`src/rtl/mcell_pkg.sv`:
```
package mcell_pkg;
  localparam int MC_BYTE_W = 8;

  typedef enum logic [2:0] {
    ACT_HOLD,
    ACT_LOAD,
    ACT_CLEAR,
    ACT_PRESET,
    ACT_CAPTURE
  } cell_act_e;
endpackage

```
`src/rtl/mcell_rst_sync.sv`:
```
module mcell_rst_sync (
  input  logic clk,
  input  logic rst_n,
  output logic rst_sync_n
);
  logic [1:0] sync_q;

  always_ff @(posedge clk or negedge rst_n) begin
    if (!rst_n) sync_q <= 2'b00;
    else        sync_q <= {sync_q[0], 1'b1};
  end

  assign rst_sync_n = sync_q[1];
endmodule

```
`src/rtl/mcell_ff.sv`:
```
module mcell_ff
  import mcell_pkg::*;
(
  input  logic clk,
  input  logic rst_n,
  input  logic ld,
  input  logic ld_val,
  input  logic d,
  input  logic ck,
  input  logic pr,
  input  logic clr,
  output logic q
);
  cell_act_e act;
  logic      q_nxt;

  // Priority: host load, then clear, then preset, then capture.
  always_comb begin
    if (ld)       act = ACT_LOAD;
    else if (clr) act = ACT_CLEAR;
    else if (pr)  act = ACT_PRESET;
    else if (ck)  act = ACT_CAPTURE;
    else          act = ACT_HOLD;
  end

  always_comb begin
    unique case (act)
      ACT_LOAD:    q_nxt = ld_val;
      ACT_CLEAR:   q_nxt = 1'b0;
      ACT_PRESET:  q_nxt = 1'b1;
      ACT_CAPTURE: q_nxt = d;
      default:     q_nxt = q;
    endcase
  end

  always_ff @(posedge clk or negedge rst_n) begin
    if (!rst_n) q <= 1'b0;
    else        q <= q_nxt;
  end

  a_r4_load_wins: assert property (@(posedge clk) disable iff (!rst_n)
    ld |=> (q == $past(ld_val)));
  a_r5_clear: assert property (@(posedge clk) disable iff (!rst_n)
    (!ld && clr) |=> !q);
  a_r6_preset: assert property (@(posedge clk) disable iff (!rst_n)
    (!ld && !clr && pr) |=> q);
  a_r7_hold: assert property (@(posedge clk) disable iff (!rst_n)
    (!ld && !clr && !pr && !ck) |=> $stable(q));
endmodule

```
`src/rtl/mcell_rdmux.sv`:
```
module mcell_rdmux #(
  parameter int NCELL = 12,
  parameter int BW    = 8,
  parameter int NBYTE = 2,
  parameter int ABW   = 1
) (
  input  logic [NCELL-1:0] q,
  input  logic             sel,
  input  logic [ABW-1:0]   addr,
  output logic [BW-1:0]    rdata
);
  always_comb begin
    rdata = '0;
    if (sel) begin
      for (int k = 0; k < NBYTE; k++) begin
        if (addr == ABW'(k)) begin
          for (int b = 0; b < BW; b++) begin
            if (k * BW + b < NCELL) rdata[b] = q[k * BW + b];
          end
        end
      end
    end
  end
endmodule

```
`src/rtl/mcell_oe.sv`:
```
module mcell_oe #(
  parameter int               NCELL  = 12,
  parameter logic [NCELL-1:0] OE_DEF = '1
) (
  input  logic [NCELL-1:0] dir_bits,
  input  logic [NCELL-1:0] oe_term,
  input  logic [NCELL-1:0] node_cfg,
  output logic [NCELL-1:0] pin_oe
);
  for (genvar i = 0; i < NCELL; i++) begin : g_oe
    if (OE_DEF[i]) begin : g_term
      assign pin_oe[i] = !node_cfg[i] && (dir_bits[i] || oe_term[i]);
    end else begin : g_always
      logic unused_term;
      assign unused_term = oe_term[i] ^ dir_bits[i];
      assign pin_oe[i]   = !node_cfg[i];
    end
  end
endmodule

```
`src/rtl/mcell_bank.sv`:
```
module mcell_bank
  import mcell_pkg::*;
#(
  parameter int               NCELL  = 12,
  parameter logic [NCELL-1:0] OE_DEF = 12'h0FF,
  localparam int              NBYTE  = (NCELL + MC_BYTE_W - 1) / MC_BYTE_W,
  localparam int              ABW    = (NBYTE > 1) ? $clog2(NBYTE) : 1
) (
  input  logic                 clk,
  input  logic                 rst_n,
  input  logic [NCELL-1:0]     arr_d,
  input  logic [NCELL-1:0]     arr_ck,
  input  logic [NCELL-1:0]     arr_pr,
  input  logic [NCELL-1:0]     arr_clr,
  input  logic                 host_we,
  input  logic                 host_sel,
  input  logic [ABW-1:0]       host_addr,
  input  logic [MC_BYTE_W-1:0] host_wdata,
  output logic [MC_BYTE_W-1:0] host_rdata,
  input  logic [NCELL-1:0]     dir_bits,
  input  logic [NCELL-1:0]     oe_term,
  input  logic [NCELL-1:0]     node_cfg,
  output logic [NCELL-1:0]     cell_q,
  output logic [NCELL-1:0]     pin_oe
);
  localparam int TAIL = NCELL - (NBYTE - 1) * MC_BYTE_W;

  logic rst_i_n;
  logic wr_en;

  mcell_rst_sync u_rst (
    .clk        (clk),
    .rst_n      (rst_n),
    .rst_sync_n (rst_i_n)
  );

  assign wr_en = host_we && host_sel;

  for (genvar i = 0; i < NCELL; i++) begin : g_cell
    logic ld;
    assign ld = wr_en && (host_addr == ABW'(i / MC_BYTE_W));

    mcell_ff u_ff (
      .clk    (clk),
      .rst_n  (rst_i_n),
      .ld     (ld),
      .ld_val (host_wdata[i % MC_BYTE_W]),
      .d      (arr_d[i]),
      .ck     (arr_ck[i]),
      .pr     (arr_pr[i]),
      .clr    (arr_clr[i]),
      .q      (cell_q[i])
    );
  end

  mcell_rdmux #(
    .NCELL (NCELL),
    .BW    (MC_BYTE_W),
    .NBYTE (NBYTE),
    .ABW   (ABW)
  ) u_rd (
    .q     (cell_q),
    .sel   (host_sel),
    .addr  (host_addr),
    .rdata (host_rdata)
  );

  mcell_oe #(
    .NCELL  (NCELL),
    .OE_DEF (OE_DEF)
  ) u_oe (
    .dir_bits (dir_bits),
    .oe_term  (oe_term),
    .node_cfg (node_cfg),
    .pin_oe   (pin_oe)
  );

  // bits past the last cell in the top byte always read as zero.
  if (TAIL < MC_BYTE_W) begin : g_tail_chk
    a_r8_pad_zero: assert property (@(posedge clk) disable iff (!rst_i_n)
      (host_addr == ABW'(NBYTE - 1)) |-> (host_rdata[MC_BYTE_W-1:TAIL] == '0));
  end

  // with no address match, a write strobe leaves a held cell unchanged.
  a_r10_no_sel: assert property (@(posedge clk) disable iff (!rst_i_n)
    (host_we && !host_sel && !arr_clr[0] && !arr_pr[0] && !arr_ck[0])
      |=> $stable(cell_q[0]));
endmodule

```
`config.mk`:
```
export PLATFORM = sky130hd
export DESIGN_NAME = mcell_bank
export DESIGN_NICKNAME = d
export VERILOG_FILES = /design/src/rtl/mcell_pkg.sv /design/src/rtl/mcell_rst_sync.sv /design/src/rtl/mcell_ff.sv /design/src/rtl/mcell_rdmux.sv /design/src/rtl/mcell_oe.sv /design/src/rtl/mcell_bank.sv
export SDC_FILE = /design/constraint.sdc
export NUM_CORES = 1
export LEC_CHECK = 0
export ABC_AREA = 1
export BUFFER_PORTS_ARGS = -buffer_cell sky130_fd_sc_hd__buf_2
export CAP_MARGIN = 20
export CELL_PAD_IN_SITES_DETAIL_PLACEMENT = 1
export CELL_PAD_IN_SITES_GLOBAL_PLACEMENT = 1
export CORE_MARGIN = 2
export CORE_UTILIZATION = 20
export CTS_CLUSTER_SIZE = 10
export DETAILED_ROUTE_END_ITERATION = 16
export GPL_TIMING_DRIVEN = 0
export PLACE_DENSITY = 0.91
export SYNTH_ARGS = -nofsm -noshare
export SYNTH_HDL_FRONTEND = slang
export SYNTH_SLANG_ARGS = --single-unit
```
`constraint.sdc`:
```
create_clock -name clk -period 1 [get_ports clk]
set_clock_uncertainty 0.1 [all_clocks]
set_input_delay 0.05 -clock clk [delete_from_list [all_inputs] [get_ports clk]]
set_output_delay 0.05 -clock clk [all_outputs]
set_load 0.05 [all_outputs]
```
* Yosys cells after proc, flatten, opt, wreduce, memory -nomap -nowiden
Index checks and enable logic that the tools add are counted.
Cells by class: $lt $le $gt $ge 0, reduce and logical (&&, ||, !) cells 43, add/sub/neg operators 0, div/mod/pow operators 0, mux-type cells 63, bitwise gates (word level) 1, shift operators 0, equal/unequal tests 48, multipliers 0
Operators by type and width (count):
- 3-bit 2-to-1 mux | 48
- 3-bit by 2-bit equality test with 1-bit output (second input constant) | 24
- 1-bit one-hot mux with 4 select lines | 12
- 4-bit nonzero test | 12
- 3-bit by 1-bit equality test with 1-bit output (second input constant) | 12
- 3-bit equality test (second input constant) | 12
- 8-bit 2-to-1 mux | 2
- 1-bit zero test | 12
- 1-bit logical AND | 11
- 1-bit logical OR | 8
- 4-bit 2-to-1 mux | 1
- 1-bit inverter | 1
Word-level totals: bits in latches 0, memories kept 0, register bits after elaboration 14, memory bits (read-only) 0, logic and storage cells 168, memory bits (writable) 0

* Longest topological paths before layout
Gate-level depths: netlist of run 1.
depth after elaboration 6, mapped depth 6

* Hierarchy
Synthesis of run 1 repeated with hierarchy kept, for this count alone.
Second synthesis, totals: cell total of the unflattened synthesis 178, area total of the unflattened synthesis 1021.0 µm²
Modules (own cells, without submodules):
- mcell_ff | cells an instance 10, area each 62.6 µm², times used 12, seq. area each 25.0 µm²
- mcell_rdmux | cells an instance 31, area each 126.4 µm², times used 1, seq. area each 0.0 µm²
- mcell_oe | cells an instance 20, area each 75.1 µm², times used 1, seq. area each 0.0 µm²
- mcell_rst_sync | cells an instance 3, area each 53.8 µm², times used 1, seq. area each 50.0 µm²
- mcell_bank | cells an instance 4, area each 15.0 µm², times used 1, seq. area each 0.0 µm²

* Least setup slack after synthesis of run 1
No wires, ideal clock.
path kind reg-to-output, from register g_cell[8].u_ff.q, to output port host_rdata[0], data required time 0.850 ns, buffers on the path 0, data arrival time 1.068 ns, slack -0.218 ns, cell stages (with the launch flop) 3, cell sequence dfrtp_1 > o21ai_0 > nor2_1
On the way: longest elaborated chain between the ends 2
RTL lines:
- start, declared | line mcell_ff.sv:12 | output logic q
- start signal, assigned | line mcell_ff.sv:38 | else q <= q_nxt;
- 4-bit 2-to-1 mux | line mcell_rdmux.sv:16 | if (addr == ABW'(k)) begin
- 8-bit 2-to-1 mux | line mcell_rdmux.sv:14 | if (sel) begin
- end, declared | line mcell_bank.sv:19 | output logic [MC_BYTE_W-1:0] host_rdata,
Every way passes these cells.

* Final worst setup path of run 1
from register g_cell[10].u_ff.q, to output port cell_q[10]
RTL lines:
- start, declared | line mcell_ff.sv:12
- start signal, assigned | line mcell_ff.sv:38
- end, declared | line mcell_bank.sv:23 | output logic [NCELL-1:0] cell_q,
No word-level cell between the ends.

==> run_results.csv, run 1 <==
group,metric,value,unit
status,outcome,"finished, violations left",
status,failed_checks,"negative setup slack",
placement,post-dp-hpwl,3560,um
floorplan,rows,26,
finish,layout_commonest_cell,"buf_2",
drt,routed_wl,4890,um
synthesis,synth_nets,287,
sta,period_needed,1.18,ns
synthesis,seq_area_frac_synth,32.1,%
synthesis,ys_warn_count,0,
drt,post_drt_wl_per_cell,12.0,um
worst_setup_path,critical_path_class,"reg -> out",
synthesis,avgSynthCellArea,5.75,um2
global_route,grt_usage,15.8,%
synthesis,synth_top_area_share,32.1,%
synthesis,yosys.area_share.simple,42.0,%
clocking,cts_made_buffers,3,
global_route,grt_pass1_wl,7620,um
drt,ant_nets,0,
floorplan,die_area,6070,um2
synthesis,synth_seq_cells,14,
sta,rsz0062_at_grt,"true",
clocking,cts_tree,"yes",
job,drv_cap,0,
floorplan,initial_core_util,21.0,%
clocking,clk_latency,0.24,ns
worst_setup_path,endpoint_kind,"primary output",
hold_path,hold_path_class,"in -> reg",
hold_path,min_path_cells,5,
synthesis,syn_area,1090,um2
synthesis,synthXorXnorAreaFrac,0,%
sta,slew_violations,0,
sta,hold_ws,0.00986,ns
floorplan,die_width,77.9,um
drt,drt-pass1-iter-count,4,
global_route,grt_max_degree,13,
worst_setup_path,crit_arrival,1.03,ns
clocking,cts_root_buf,"clkbuf_8",
synthesis,yosys-top-cells-area,"dfrtp_1 32%, nand2_1 23%, inv_1 14%",
global_route,antenna_found_initial,0,
worst_setup_path,worst_r2r_path_depth,6,
worst_setup_path,cp-start-kind,"flop",
power,powerDensity,980,nW/um2
power,finalPower,2330,uW
global_route,grt_pass1_vias,1742,
finish,n_antenna_cell,0,
floorplan,coreArea,5200,um2
drt,vias,1638,
worst_setup_path,reg2reg_slack,-0.12,ns
sta,finalCritPeriodShare,118,%
drt,vias_per_cell,4.03,
sta,fin_ws,-0.175,ns
worst_setup_path,crit_required,0.85,ns
sta,hold_viol,0,
synthesis,synth_top_family_by_area,"simple AND/OR/NAND/NOR gates",
worst_setup_path,cp_max_fo,2,
sta,max_freq,0.851,GHz
finish,fill_cells,697,
synthesis,synthMuxAreaShare,0,%
placement,gp_congestion,0.706,
global_route,overflow,0,
synthesis,synthAdderAreaFrac,0,%
power,p_leak,0.00142,uW
floorplan,io_pins,129,
placement,port_buffers,120,
synthesis,synth_cell_types,10,
power,irDropWorstVdd,0.000657,V
synthesis,synth_cells,190,
clocking,cts_sinks,14,
finish,final_layout_size_suffix_gt1_share,52.4,%
clocking,clockBufferDepth,2,
placement,dp_worst_setup_slack,-0.129,ns
drt,drtIter0Drc,22,
clocking,clk_pin_slew,0.06,ns
synthesis,synth-compound-area-share,1.83,%
synthesis,synth.largest_area_cell,"dfrtp_1",
drt,drc,0,
clocking,htree_levels,1,
finish,area_delta_synth_final,118,%
finish,nets,435,
sta,setup_violations,21,
floorplan,die_h,77.9,um
finish,final_cell_mix,"100 x buf_2, 57 x nand2_1, 39 x inv_1",
==> per-stage QoR <==
step                      cell area (um2)  instances  util (%)  setup TNS (ns)
after CTS                            2290        404      44.0           -2.10
after global routing                 2380        406      45.7           -3.10
after detailed placement             1820        380      34.9          -0.918
final                                2380        406      45.7           -2.16
after global placement               1820        380      34.9          -0.810
after floorplan                      1130        190         -         -0.0112
==> routing by layer <==
metal / GRT usage (%) / vias up / part of all wire [%]
met5: 0 / - / 0
met4: 2.98 / 0 / 1.1
met2: 34.5 / 65 / 60
li1: - / 828 / -
met3: 3.14 / 4 / 6.1
met1: 14.6 / 741 / 32
==> layout make-up <==
type	instances	area [um2]	area share, %
Timing Repair Buffer	143	1000	42.0
Multi-Input combinational cell	121	601	25.2
Sequential cell	14	353	14.8
Inverter	42	158	6.63
Buffer	13	139	5.84
Tap cell	70	87.6	3.68
Clock buffer	3	41.3	1.74
==> synth_stat cells <==
cell / instances
o21ai_0: 4
nor2_1: 36
conb_1: 1
inv_1: 42
buf_4: 12
nand3_1: 13
dfrtp_1: 14
buf_6: 1
nor2_4: 1
nand2_1: 66
==> what timing repair did <==
| action | CTS | global route |
|---|---|---|
| endpoints found under the hold margin | 14 | 0 |
| setup endpoints to repair | 20 | 23 |
| hold buffers | 18 | 0 |
| resized for setup | 75 | 23 |
| cloned | 0 | 0 |
| pin swaps | 13 | 13 |
| setup buffers | 3 | 2 |
==> final timing paths <==
path                                   start           endpoint
max                        g_cell[10].u_ff.q         cell_q[10]
min reg2reg                  u_rst.sync_q[1]   g_cell[3].u_ff.q
max in group asynchronous    u_rst.sync_q[1]   g_cell[1].u_ff.q
max reg2reg                g_cell[10].u_ff.q  g_cell[10].u_ff.q
min in group asynchronous              rst_n    u_rst.sync_q[1]
min                                arr_pr[0]   g_cell[0].u_ff.q
==> state kept, by name (all words and copies together) (netlist names) <==
name / cells
g_cell.u_ff.q: 12
u_rst.sync_q: 2
==> where the power goes <==
| group | total, uW | switching (uW) | internal [uW] |
|---|---|---|---|
| clock | 454 | 187 | 266 |
| combinational | 1200 | 654 | 545 |
| sequential | 678 | 61.6 | 616 |
| total | 2330 | 903 | 1430 |
==> cells by family after synthesis <==
logic type	Yosys count
compound gates	4
other cells	1
buf+inv	55
simple gates	116
flops	14
==> worst max-delay path, cell delays in order (launching register included) <==
cell and delay, ns:
dfrtp_1 0.39, buf_4 0.15, buf_6 0.11, buf_8 0.14
Note: power is estimated with default switching activity, not from simulation.
==> run 2, diff against run 1 <==
==> constraint.sdc (replaced) <==
create_clock -name clk -period 1 [get_ports clk]
set_clock_uncertainty 0.1 [all_clocks]
set_input_delay 0.1 -clock clk [delete_from_list [all_inputs] [get_ports clk]]
set_output_delay 0.1 -clock clk [all_outputs]
set_load 0.05 [all_outputs]
==> run_results.csv, run 2 (synthesis results as in run 1) <==
group,metric,value,unit
clocking,cts_root_buf,"clkbuf_8",
clocking,clk_latency,0.24,ns
power,powerDensity,1030,nW/um2
floorplan,die_area,6070,um2
sta,finalCritPeriodShare,123,%
finish,n_antenna_cell,0,
worst_setup_path,cp_max_fo,3,
power,pwr-share-seq,28.0,%
drt,post_drt_wl_per_cell,11.7,um
global_route,grt_max_degree,13,
finish,area_delta_synth_final,115,%
worst_setup_path,cp-start-kind,"flop",
hold_path,hold_path_class,"in -> reg",
worst_setup_path,crit_required,0.80,ns
job,drv_cap,0,
sta,hold_ws,-0.00764,ns
finish,multi_input_area,593,um2
worst_setup_path,reg2reg_slack,0.03,ns
global_route,grt_pass1_vias,1794,
status,failed_checks,"negative hold slack, negative setup slack",
power,netSwitchingFraction,37.9,%
global_route,grt_pass1_wl,7490,um
floorplan,rows,26,
power,clockPowerShare,22.9,%
floorplan,io_pins,129,
placement,post-dp-hpwl,3570,um
drt,drt-pass1-iter-count,4,
clocking,clk_pin_slew,0.06,ns
finish,final_layout_size_suffix_gt1_share,51.5,%
finish,layout_commonest_cell,"buf_2",
global_route,antenna_found_initial,0,
sta,slew_violations,0,
status,outcome,"finished, violations left",
clocking,clockBufferDepth,2,
power,irDropWorstVdd,0.000596,V
global_route,grt_usage,15.2,%
drt,vias_per_cell,4.11,
drt,vias,1653,
placement,gp_congestion,0.701,
worst_setup_path,endpoint_kind,"primary output",
drt,maxUsedRoutingLayer,"met4",
drt,wl_met2,2730,um
power,p_int,1500,uW
floorplan,initial_core_util,21.0,%
finish,fill_cells,684,
global_route,overflow,0,
drt,route.met3.wl,352,um
sta,tns,-3.07,ns
sta,setup_violations,20,
sta,hold_viol,1,
drt,ant_nets,0,
finish,regMostFlops,"g_cell.u_ff.q",
drt,met1_length,1530,um
power,power_frac_comb,49.0,%
worst_setup_path,crit_arrival,1.03,ns
sta,rsz0062_at_grt,"true",
clocking,cts_made_buffers,3,
floorplan,die_width,77.9,um
floorplan,die_h,77.9,um
clocking,htree_levels,1,
sta,slew_headroom,65.6,%
clocking,cts_tree,"yes",
worst_setup_path,critical_path_class,"reg -> out",
sta,max_freq,0.815,GHz
sta,period_needed,1.23,ns
power,p_leak,0.00141,uW
finish,largest_reg_flops,12,
finish,final_cell_mix,"100 x buf_2, 61 x nand2_1, 38 x inv_1",
placement,port_buffers,120,
drt,routed_wl,4720,um
power,p_switching,916,uW
finish,largestRegisters,"g_cell.u_ff.q: 12 flops, u_rst.sync_q: 2 flops",
sta,fin_ws,-0.227,ns
drt,drc,0,
placement,dp_worst_setup_slack,-0.253,ns
clocking,cts_sinks,14,
sta,worstMarginPinSlew,0.516,ns
drt,drtIter0Drc,37,
power,finalPower,2420,uW
finish,final_area,2340,um2
floorplan,coreArea,5200,um2
finish,nets,430,
finish,regArea,350,um2
placement,placed_area,1830,um2
[run 2: path summary, 6_finish.rpt]
kind / startpoint / end / cells past startpoint
max: g_cell[11].u_ff.q / host_rdata[3] / 3
min: arr_clr[0] / g_cell[0].u_ff.q / 4
max reg2reg: g_cell[5].u_ff.q / g_cell[5].u_ff.q / 5
min reg2reg: u_rst.sync_q[1] / g_cell[5].u_ff.q / 0
max in group asynchronous: u_rst.sync_q[1] / g_cell[6].u_ff.q / 0
min in group asynchronous: rst_n / u_rst.sync_q[0] / 2
[run 2: cell type report]
| type | count | share of cell area [%] |
|---|---|---|
| Timing Repair Buffer | 138 | 40.9 |
| Buffer | 13 | 6.08 |
| Multi-Input combinational cell | 121 | 25.3 |
| Inverter | 42 | 6.72 |
| Clock buffer | 4 | 2.35 |
| Tap cell | 70 | 3.74 |
| Sequential cell | 14 | 14.9 |
[run 2: what timing repair did]
item,CTS,global route
endpoints found under the hold margin,14,0
hold buffers,13,0
setup buffers,4,1
resized for setup,76,17
pin swaps,8,3
endpoints found under the setup margin,20,24
[run 2: through the flow]
| step | util (%) | instances |
|---|---|---|
| 2_1_floorplan | - | 190 |
| 3_3_place_gp | 35.2 | 380 |
| 3_5_place_dp | 35.2 | 380 |
| 4_1_cts | 43.7 | 401 |
| 5_1_grt | 45.0 | 402 |
| 6_report | 45.0 | 402 |
[run 2: power groups by stage]
| stage | logic [uW] | clock network [uW] | registers, uW |
|---|---|---|---|
| 2_1_floorplan | 606 | 0 | 657 |
| 3_3_place_gp | 887 | 0 | 671 |
| 3_5_place_dp | 915 | 0 | 673 |
| 4_1_cts | 1140 | 568 | 674 |
| 5_1_grt | 1270 | 591 | 687 |
| 6_report | 1190 | 554 | 677 |
[run 2: critical path, cell delays in order (launching register included)]
cell and delay (ns):
dfrtp_1 0.41, o21ai_2 0.17, nor2_4 0.04, buf_6 0.15
[run 2: routing by layer]
layer  global-route usage, %  vias to the layer above
li1                        -                      816
met1                    13.4                      758
met2                    33.3                       71
met3                    4.07                        8
met4                    2.63                        0
met5                       0                        -
==> run 3, diff against run 2 <==
--- a/config.mk
+++ b/config.mk
@@ -10,6 +10,7 @@
 export CAP_MARGIN = 20
 export CELL_PAD_IN_SITES_DETAIL_PLACEMENT = 1
 export CELL_PAD_IN_SITES_GLOBAL_PLACEMENT = 1
+export CORE_ASPECT_RATIO = 0.9
 export CORE_MARGIN = 2
 export CORE_UTILIZATION = 20
 export CTS_CLUSTER_SIZE = 10
==> run_results.csv, run 3 (synthesis results as in run 1) <==
group,metric,value,unit
status,outcome,"finished, violations left",
status,failed_checks,"negative setup slack",
placement,gp_congestion,0.683,
power,irDropWorstVdd,0.000531,V
worst_setup_path,crit_required,0.80,ns
clocking,clockBufferDepth,2,
drt,routed_wl,4730,um
worst_setup_path,cp_max_fo,3,
floorplan,rows,25,
finish,layout_commonest_cell,"buf_2",
clocking,clk_latency,0.24,ns
clocking,cts_made_buffers,3,
global_route,grt_max_degree,13,
sta,rsz0062_at_grt,"true",
finish,nets,434,
job,drv_cap,0,
worst_setup_path,critical_path_class,"reg -> out",
finish,area_delta_synth_final,120,%
global_route,grt_usage,15.1,%
sta,tns,-3.00,ns
worst_setup_path,timing.rr.end,"g_cell[0].u_ff.q",
sta,setup_violations,23,
worst_setup_path,crit_arrival,1.04,ns
global_route,grt_pass1_vias,1725,
sta,hold_viol,0,
drt,drc,0,
floorplan,die_h,74.1,um
finish,largestRegisters,"g_cell.u_ff.q: 12 flops, u_rst.sync_q: 2 flops",
floorplan,coreArea,5260,um2
finish,largest_reg_flops,12,
placement,post-place-cells,377,
worst_setup_path,reg2reg_slack,-0.01,ns
global_route,antenna_found_initial,0,
clocking,htree_levels,1,
sta,slew_headroom,65.5,%
sta,max_freq,0.809,GHz
drt,vias,1637,
finish,final_layout_size_suffix_gt1_share,53.3,%
hold_path,hold_path_class,"in -> reg",
drt,drtIter0Drc,18,
worst_setup_path,worstReg2RegStart,"g_cell[0].u_ff.q",
finish,instances_no_fill,403,
sta,finalCritPeriodShare,124,%
clocking,cts_sinks,14,
sta,hold_ws,0.00389,ns
floorplan,die_width,81.9,um
sta,slew_violations,0,
placement,port_buffers,120,
placement,post-dp-hpwl,3720,um
worst_setup_path,cp-startpoint,"g_cell[11].u_ff.q",
drt,post_drt_wl_per_cell,11.7,um
drt,vias_per_cell,4.06,
clocking,cts_tree,"yes",
worst_setup_path,cp-start-kind,"flop",
worst_setup_path,critPathCapture,"host_rdata[3]",
sta,worstMarginPinSlew,0.517,ns
worst_setup_path,worst_r2r_path_depth,5,
global_route,grt_pass1_wl,7110,um
finish,n_antenna_cell,0,
clocking,cts_root_buf,"clkbuf_8",
clocking,clk_pin_slew,0.06,ns
finish,regMostFlops,"g_cell.u_ff.q",
drt,drt-pass1-iter-count,4,
floorplan,die_area,6070,um2
drt,ant_nets,0,
worst_setup_path,endpoint_kind,"primary output",
power,p_leak,0.00146,uW
sta,fin_ws,-0.236,ns
floorplan,initial_core_util,20.8,%
sta,period_needed,1.24,ns
finish,final_cell_mix,"100 x buf_2, 61 x nand2_1, 39 x inv_1",
floorplan,io_pins,129,
power,powerDensity,1020,nW/um2
global_route,overflow,0,
run 3: final cells by class:
| cell class | count | area, um2 |
|---|---|---|
| Sequential cell | 14 | 352 |
| Timing Repair Buffer | 142 | 988 |
| Fill cell | 683 | 2850 |
| Multi-Input combinational cell | 121 | 621 |
| Buffer | 13 | 146 |
| Clock buffer | 4 | 55.1 |
| Tap cell | 67 | 83.8 |
| Inverter | 42 | 158 |
run 3: what timing repair did:
item                                    in CTS  in global routing
endpoints found under the setup margin      20                 24
hold buffers                                11                  1
pin swaps                                   11                 13
gates resized for setup                     82                 19
setup buffers                                3                  7
endpoints found under the hold margin       14                  1
run 3: how the worst min path moves through the flow:
| stage | slack, ns | endpoint | cells after the start | startpoint |
|---|---|---|---|---|
| 3_3_place_gp | -0.21 | u_rst.sync_q[0] | 1 | rst_n |
| 5_1_grt | 0.02 | g_cell[5].u_ff.q | 4 | arr_clr[5] |
| 3_5_place_dp | -0.21 | u_rst.sync_q[0] | 1 | rst_n |
| 6_report | 0.004 | g_cell[5].u_ff.q | 4 | arr_clr[5] |
| 2_1_floorplan | -0.30 | u_rst.sync_q[0] | 0 | rst_n |
| 4_1_cts | 0.0008 | g_cell[2].u_ff.q | 4 | arr_clr[2] |
run 3: report_power, final:
group          internal (uW)  switching (uW)
clock network            348             192
registers                615            65.0
logic                    559             661
run 3: critical path, stage by stage, from the launching register on:
cell and delay, ns:
dfrtp_1 0.42, o21ai_2 0.18, nor2_4 0.04, buf_6 0.14
run 3: metal layers:
layer,track usage [%],vias up,part of all wire [%]
met5,0,-,0
met4,2.96,0,1.5
met3,2.06,6,4.1
met2,32.5,51,61
met1,14.9,755,34
li1,-,825,-
run 3: stage by stage:
step,area [um2],worst slack [ns],power (uW),utilization [%]
final,2400,-0.236,2440,45.7
after detailed placement,1830,-0.283,1590,34.8
after global routing,2400,-0.268,2590,45.7
after CTS,2260,-0.234,2390,43.1
after global placement,1830,-0.258,1560,34.8
after floorplan,1140,-0.0198,1260,-
